File: src/rtl/ivc_pkg.sv
// Shared constants for the banked vectored interrupt controller.
// Assumes byte addressing with 32-bit registers on 4-byte boundaries.
package ivc_pkg;
    localparam int OFS_VEC  = 'h00;
    localparam int OFS_PROT = 'h08;
    localparam int OFS_EXT  = 'h0C;
    localparam int OFS_PEND = 'h10;
    localparam int OFS_EN   = 'h40;
    localparam int OFS_MASK = 'h50;
    localparam int REG_STEP = 4;
endpackage

File: src/rtl/ivc_bank.sv
// One bank of interrupt lines: pending (level-set, write-one-to-clear),
// enable and mask registers. Assumes write strobes are already qualified
// by address and protection.
module ivc_bank #(
    parameter int W = 32
) (
    input  logic         clk,
    input  logic         rst_n,
    input  logic [W-1:0] src,
    input  logic         wr_pend,
    input  logic         wr_en,
    input  logic         wr_mask,
    input  logic [W-1:0] wdata,
    output logic [W-1:0] pend,
    output logic [W-1:0] en,
    output logic [W-1:0] mask
);
    logic [W-1:0] clr;

    // Bits to clear this cycle from a pending write.
    always_comb clr = wr_pend ? wdata : '0;

    // Pending latch: clear on one, then set from high inputs.
    always_ff @(posedge clk) begin
        if (!rst_n) pend <= '0;
        else        pend <= (pend & ~clr) | src;
    end

    // Enable and mask storage.
    always_ff @(posedge clk) begin
        if (!rst_n) begin
            en   <= '0;
            mask <= '0;
        end else begin
            if (wr_en)   en   <= wdata;
            if (wr_mask) mask <= wdata;
        end
    end
endmodule

File: src/rtl/ivc_pick.sv
// Lowest-number picker over active lines 1..N-1. Line 0 is ignored.
// Assumes N is at least 2. idx is zero when valid is low.
module ivc_pick #(
    parameter int N     = 96,
    parameter int IDX_W = 7
) (
    input  logic [N-1:0]     active,
    output logic [IDX_W-1:0] idx,
    output logic             valid
);
    // Scan downward so the lowest active line is assigned last.
    always_comb begin
        idx   = '0;
        valid = 1'b0;
        for (int i = N - 1; i >= 1; i--) begin
            if (active[i]) begin
                idx   = IDX_W'(i);
                valid = 1'b1;
            end
        end
    end
endmodule

File: src/rtl/irq_vector_ctrl.sv
// Banked vectored interrupt controller top: register decode, protection,
// read mux, vector encoding and the registered request output.
// Assumes single-cycle bus accesses; read data is returned one cycle later.
module irq_vector_ctrl
    import ivc_pkg::*;
#(
    parameter int NUM_BANKS = 3,
    parameter int DATA_W    = 32,
    parameter int ADDR_W    = 8,
    parameter int EXT_W     = 2
) (
    input  logic                          clk,
    input  logic                          rst_n,
    input  logic [NUM_BANKS*DATA_W-1:0]   src_i,
    input  logic                          bus_sel,
    input  logic                          bus_wr,
    input  logic                          bus_priv,
    input  logic [ADDR_W-1:0]             bus_addr,
    input  logic [DATA_W-1:0]             bus_wdata,
    output logic [DATA_W-1:0]             bus_rdata,
    output logic                          irq_o
);
    localparam int NSRC  = NUM_BANKS * DATA_W;
    localparam int IDX_W = $clog2(NSRC);

    logic [NSRC-1:0]   pend_all, en_all, mask_all, active;
    logic              prot_q;
    logic [EXT_W-1:0]  ext_q;
    logic              wr_ok;
    logic [IDX_W-1:0]  vec_idx;
    logic              vec_valid;
    logic [DATA_W-1:0] vec_word, rd_mux;

    // Write qualifier: protection blocks unprivileged writes.
    always_comb wr_ok = bus_sel && bus_wr && (!prot_q || bus_priv);

    for (genvar k = 0; k < NUM_BANKS; k++) begin : g_bank
        logic wp, we, wm;
        // Per-bank address decode.
        always_comb begin
            wp = wr_ok && (bus_addr == ADDR_W'(OFS_PEND + REG_STEP * k));
            we = wr_ok && (bus_addr == ADDR_W'(OFS_EN   + REG_STEP * k));
            wm = wr_ok && (bus_addr == ADDR_W'(OFS_MASK + REG_STEP * k));
        end
        ivc_bank #(.W(DATA_W)) u_bank (
            .clk     (clk),
            .rst_n   (rst_n),
            .src     (src_i[k*DATA_W +: DATA_W]),
            .wr_pend (wp),
            .wr_en   (we),
            .wr_mask (wm),
            .wdata   (bus_wdata),
            .pend    (pend_all[k*DATA_W +: DATA_W]),
            .en      (en_all[k*DATA_W +: DATA_W]),
            .mask    (mask_all[k*DATA_W +: DATA_W])
        );
    end

    // Control registers: protection bit and external-source field.
    always_ff @(posedge clk) begin
        if (!rst_n) begin
            prot_q <= 1'b0;
            ext_q  <= '0;
        end else begin
            if (wr_ok && bus_addr == ADDR_W'(OFS_PROT)) prot_q <= bus_wdata[0];
            if (wr_ok && bus_addr == ADDR_W'(OFS_EXT))  ext_q  <= bus_wdata[EXT_W-1:0];
        end
    end

    // Lines eligible for service.
    always_comb active = pend_all & en_all & ~mask_all;

    ivc_pick #(.N(NSRC), .IDX_W(IDX_W)) u_pick (
        .active (active),
        .idx    (vec_idx),
        .valid  (vec_valid)
    );

    // Vector word: line number times four, zero when none.
    always_comb vec_word = vec_valid ? (DATA_W'(vec_idx) << 2) : '0;

    // Read multiplexer over all mapped registers.
    always_comb begin
        rd_mux = '0;
        if (bus_addr == ADDR_W'(OFS_VEC))  rd_mux = vec_word;
        if (bus_addr == ADDR_W'(OFS_PROT)) rd_mux = DATA_W'(prot_q);
        if (bus_addr == ADDR_W'(OFS_EXT))  rd_mux = DATA_W'(ext_q);
        for (int k = 0; k < NUM_BANKS; k++) begin
            if (bus_addr == ADDR_W'(OFS_PEND + REG_STEP * k)) rd_mux = pend_all[k*DATA_W +: DATA_W];
            if (bus_addr == ADDR_W'(OFS_EN   + REG_STEP * k)) rd_mux = en_all[k*DATA_W +: DATA_W];
            if (bus_addr == ADDR_W'(OFS_MASK + REG_STEP * k)) rd_mux = mask_all[k*DATA_W +: DATA_W];
        end
    end

    // Registered read data and interrupt request.
    always_ff @(posedge clk) begin
        if (!rst_n) begin
            bus_rdata <= '0;
            irq_o     <= 1'b0;
        end else begin
            if (bus_sel && !bus_wr) bus_rdata <= rd_mux;
            irq_o <= |active;
        end
    end
endmodule

File: config.mk
export PLATFORM = sky130hd
export DESIGN_NAME = irq_vector_ctrl
export DESIGN_NICKNAME = d
export VERILOG_FILES = /design/src/rtl/ivc_pkg.sv /design/src/rtl/ivc_bank.sv /design/src/rtl/ivc_pick.sv /design/src/rtl/irq_vector_ctrl.sv
export SDC_FILE = /design/constraint.sdc
export NUM_CORES = 1
export LEC_CHECK = 0
export BUFFER_PORTS_ARGS = -buffer_cell sky130_fd_sc_hd__buf_2
export CORE_MARGIN = 1
export CORE_UTILIZATION = 55
export DETAILED_ROUTE_END_ITERATION = 6
export PLACE_DENSITY = 0.76
export SLEW_MARGIN = 40
export SYNTH_ARGS = -nofsm -noshare
export SYNTH_HDL_FRONTEND = slang
export SYNTH_SLANG_ARGS = --single-unit
export TNS_END_PERCENT = 10
File: constraint.sdc
create_clock -name clk -period 5.75 [get_ports clk]
set_input_delay 0.575 -clock clk [delete_from_list [all_inputs] [get_ports clk]]
set_output_delay 0.575 -clock clk [all_outputs]
set_load 0.1 [all_outputs]
# Yosys cells after proc, flatten, opt, wreduce, memory -nomap -nowiden
# Cells that the tools add are included.
# op_classes
reduce_logical	19
bitwise_logic	12
mux	206
n_eq_ne	11
# ops
cell	count
$mux W7	95
$mux W32	14
$and A96 B96 Y96	2
$and A32 B32 Y32	3
$not A32 Y32	3
$not A96 Y96	1
$or A32 B32 Y32	3
$reduce_or A96 Y1	1
$mux W1	95
$eq A8 B7 Y1 const B	6
$eq A8 B5 Y1 const B	3
$mux W9	2
$eq A8 B4 Y1 const B	2
$logic_and A1 B1 Y1	14
$logic_not A8 Y1	1
$logic_not A1 Y1	2
$logic_or A1 B1 Y1	1
# totals
regBits	324
inputBits	141
out_inout_bits	33
elab_cells	261

# Logic depth before layout (Yosys ltp)
# depth
word_depth	110
ltp_mapped	10

# Cells and area by module
# From an unflattened synthesis, not the netlist that was laid out.
# hier_totals
cells_unflattened	2120
area_unflattened_um2	17036.3
# modules_own_cells
module	n_inst	seq_area_each_um2	cells_each	area_each_um2
ivc_bank	3	1921.8	341	3631.0
irq_vector_ctrl	1	720.7	870	4907.2
ivc_pick	1	0.0	227	1236.2

# Worst setup path after synthesis
# No wires, ideal clock.
# synth_path
kind	input-to-reg
startpoint	input bus_addr[3]
endpoint	register g_bank[0].u_bank.en[10]
n_path_buf	3
required_time_ns	5.628
path_stages	8
path_slack_ns	3.435
t_arrival_ns	2.193
path_cell_list	or4_1 > nor3_2 > buf_2 > buf_2 > nand2_1 > clkbuf_1 > nand2_1 > a21boi_0
# synth_between
elab_chain_cells	2
# synth_lines
item	line	rtl
from (decl)	irq_vector_ctrl.sv:18	input logic [ADDR_W-1:0] bus_addr,
$eq A8 B7 Y1	irq_vector_ctrl.sv:42	we = wr_ok && (bus_addr == ADDR_W'(OFS_EN + REG_STEP * k));
$logic_and A1 B1 Y1	irq_vector_ctrl.sv:42	
to (signal assigned)	ivc_bank.sv:35	if (wr_en) en <= wdata;
to (decl)	ivc_bank.sv:15	output logic [W-1:0] en,
# No other way between the ends.
# A chain may end at the register's enable or synchronous reset.

# Worst setup path in the final report
# layout_path
startpoint	input bus_addr[2]
endpoint	register g_bank[2].u_bank.en[31]
# layout_between
elab_chain_cells	2
# layout_lines
item	line
$eq A8 B7 Y1	irq_vector_ctrl.sv:42
$logic_and A1 B1 Y1	irq_vector_ctrl.sv:42
to (signal assigned)	ivc_bank.sv:35
to (decl)	ivc_bank.sv:15
# No other way between the ends.

==> out/qor.yml <==
run_status:
  outcome: "finished, final reports clean"
sta:
  max_freq_ghz: 0.347
  max_slew_margin_pct: 40.6
  worst_pin_slew_ns: 0.889
  setup_tns_ns: 0
  grt_setup_unrepaired: "no"
  final.setup_skew_ns: 0.0242
  maxSlewViolCount: 0
  holdWs_ns: 0.261
  hold_viol: 0
  setup_viol: 0
  min_period_ns: 2.88
  min_period_over_period_pct: 50.2
job:
  max_cap_viol_count: 0
floorplan:
  start_util_pct: 56.4
  die_height_microns: 172
  ios: 174
  die_area_sq_um: 29500
  rows: 61
  die_w_microns: 172
  core_sq_um: 28100
worst_setup_path:
  cp_max_fo: 20
  arrival_ns: 3.33
  cpMostUsedCell: "and2_1"
  cp-start-kind: "input port"
  crit_chain: "buf_2 > nor4b_2 > and2_1 > and2_1 > buf_4 > nand2_1 > a21boi_0"
  cp_slowest_cell: "nor4b_2"
  reg2reg_from: "g_bank[1].u_bank.mask[21]$_SDFFE_PN0P_"
  critical_path.n_buffers_inverters: 2
  cp.required_ns: 6.20
  crit_family: "simple AND/OR/NAND/NOR gates"
  max_stage_delay_ns: 0.71
  crit_type: "in2reg"
  endpoint_kind: "register"
  cp-startpoint: "bus_addr[2]"
global_route:
  grt_usage_pct: 35.9
  use_met2_pct: 54.2
  antenna_found_initial: 1
  use_met1_pct: 50.0
  grt_max_degree: 154
  first_global_vias: 14076
  grt_first_pass_wirelength_microns: 80500
  top_usage_layer: "met2"
  globalRouteOverflowTotal: 0
  use_met3_pct: 8.65
layout:
  fin_nets: 2258
  drive_gt1_share_pct: 13.4
  finalNonFillerCells: 2524
  area_delta_synth_final_pct: 14.1
  postLayoutCoreUtil_pct: 64.3
  design_area_sq_um: 18100
  final_common_cell: "nand2_1"
  final_cell_mix: "nand2_1 (548), dfxtp_1 (324), buf_2 (173)"
clocking:
  cts-root-buf: "clkbuf_16"
  clockBufferDepth: 3
  clk_pin_slew_worst_paths_ns: 0.06
  cts_htree_levels: 2
  worstSkewPairLatency_ns: 0.54
  cts_resized: 0
  cts_buffers: 37
  cts_tree: "built"
  cts_sinks: 324
  postCtsSetupBuffers: 0
  holdBufCountCts: 0
synth:
  synth_top_cell_by_area: "dfxtp_1"
  ys_ff_latch: 324
  synth_fp_nets: 2178
  synth_area_leaders: "dfxtp_1 (41%), nand2_1 (13%), a21boi_1 (5.7%)"
  netlist.area_leader.share_pct: 41.0
  synth_edf_count: 0
  synth_area_sq_um: 15800
  async_reset_ff_share_pct: 0
  yosysUniqueCellTypes: 68
  avgSynthCellArea_sq_um: 7.77
  synthCells: 2037
  seq_area_frac_synth_pct: 41.0
  ys_warn_count: 0
  yosys_most_used_dff: "dfxtp_1"
placement:
  placed_cell_area_sq_um: 16800
  dp_hpwl_microns: 37500
  io_buffers: 173
  gp_congestion: 0.971
  numPlacedInstances: 2456
route:
  ant_nets: 0
  drc_errors: 0
  drtPass1Iterations: 6
  vias_per_cell: 6.26
  drt_iter0_drc: 2247
  wirelength_microns: 53900
  vias: 15809
  post_drt_wl_per_cell_microns: 21.4
power:
  p_per_area_nw_per_um2: 278
  p_leak_uw: 0.00687
  peakVddDrop_v: 0.000193
min_path:
  min_from: "src_i[40]"
  hold_path_class: "in2reg"
registers in the layout, summed over array words and instances (netlist names):
signal	count
g_bank.u_bank.en	96
ext_q	2
bus_rdata	32
irq_o	1
g_bank.u_bank.mask	96
g_bank.u_bank.pend	96
prot_q	1
routing by layer:
| layer | wire length, microns | part of all wire (%) |
|---|---|---|
| met5 | 0 | 0 |
| met4 | 1410 | 2.6 |
| met3 | 6890 | 13 |
| met2 | 23400 | 43 |
| met1 | 22200 | 41 |
synth_stat cells, types with 4 or more instances:
master,instances
o211ai_1,10
a222oi_1,25
o22ai_1,4
clkbuf_1,143
nand3b_1,80
nand3_1,40
a22oi_1,22
and3b_1,21
inv_1,10
buf_2,14
a31oi_1,10
a21oi_1,149
o31ai_1,23
nor2b_1,104
and2_1,19
a221oi_1,6
nand2b_1,11
a21boi_1,121
nand4_1,20
nor2_1,88
o21ai_0,31
o2111ai_1,5
o21ai_1,6
a221o_1,39
nor3_1,14
nor4_1,7
a21boi_0,72
a211oi_1,7
nand2_1,551
nor4b_2,4
dfxtp_1,324
power by group:
part           internal (uW)  switching, uW  total, uW
clock network           1400            963       2370
registers               2300           54.7       2350
logic                    108            197        305
total                   3810           1210       5030
path summary, 6_finish.rpt:
check	endpoint	slack [ns]	cells past startpoint
setup / recovery	g_bank[2].u_bank.en[31]$_SDFFE_PN0P_	2.87	7
hold / removal	g_bank[1].u_bank.pend[8]$_SDFF_PN0_	0.26	3
setup reg to reg	bus_rdata[7]$_SDFFE_PN0P_	2.91	8
hold reg to reg	bus_rdata[20]$_SDFFE_PN0P_	0.46	2
cells by family after synthesis:
logic type | Yosys count | share of synthesized area [%]
compound gates | 557 | 24.8
simple gates | 985 | 30.0
mux | 3 | 0.190
flops | 324 | 41.0
buf+inv | 168 | 4.09
tightest hold or removal path: cells and delay by family:
family | cells | cell delay, ns
simple gates | 1 | 0.08
buf+inv | 1 | 0.08
compound gates | 1 | 0.03
metrics by stage:
| stage | setup WS, ns | total power (uW) |
|---|---|---|
| after floorplan | 3.44 | 2570 |
| after detailed placement | 2.45 | 2700 |
| after global placement | 2.22 | 2690 |
| after global routing | 2.71 | 5140 |
| final | 2.87 | 5030 |
| after CTS | 2.95 | 5020 |
layout make-up:
cell class	instances	area, sq um
Fill cell	2468	10000
Multi-Input combinational cell	1545	8750
Inverter	10	37.5
Timing Repair Buffer	199	1090
Tap cell	378	473
Clock inverter	13	101
Antenna cell	1	2.50
Sequential cell	324	6490
Clock buffer	54	1120
Power figures use the tool's default switching activity.
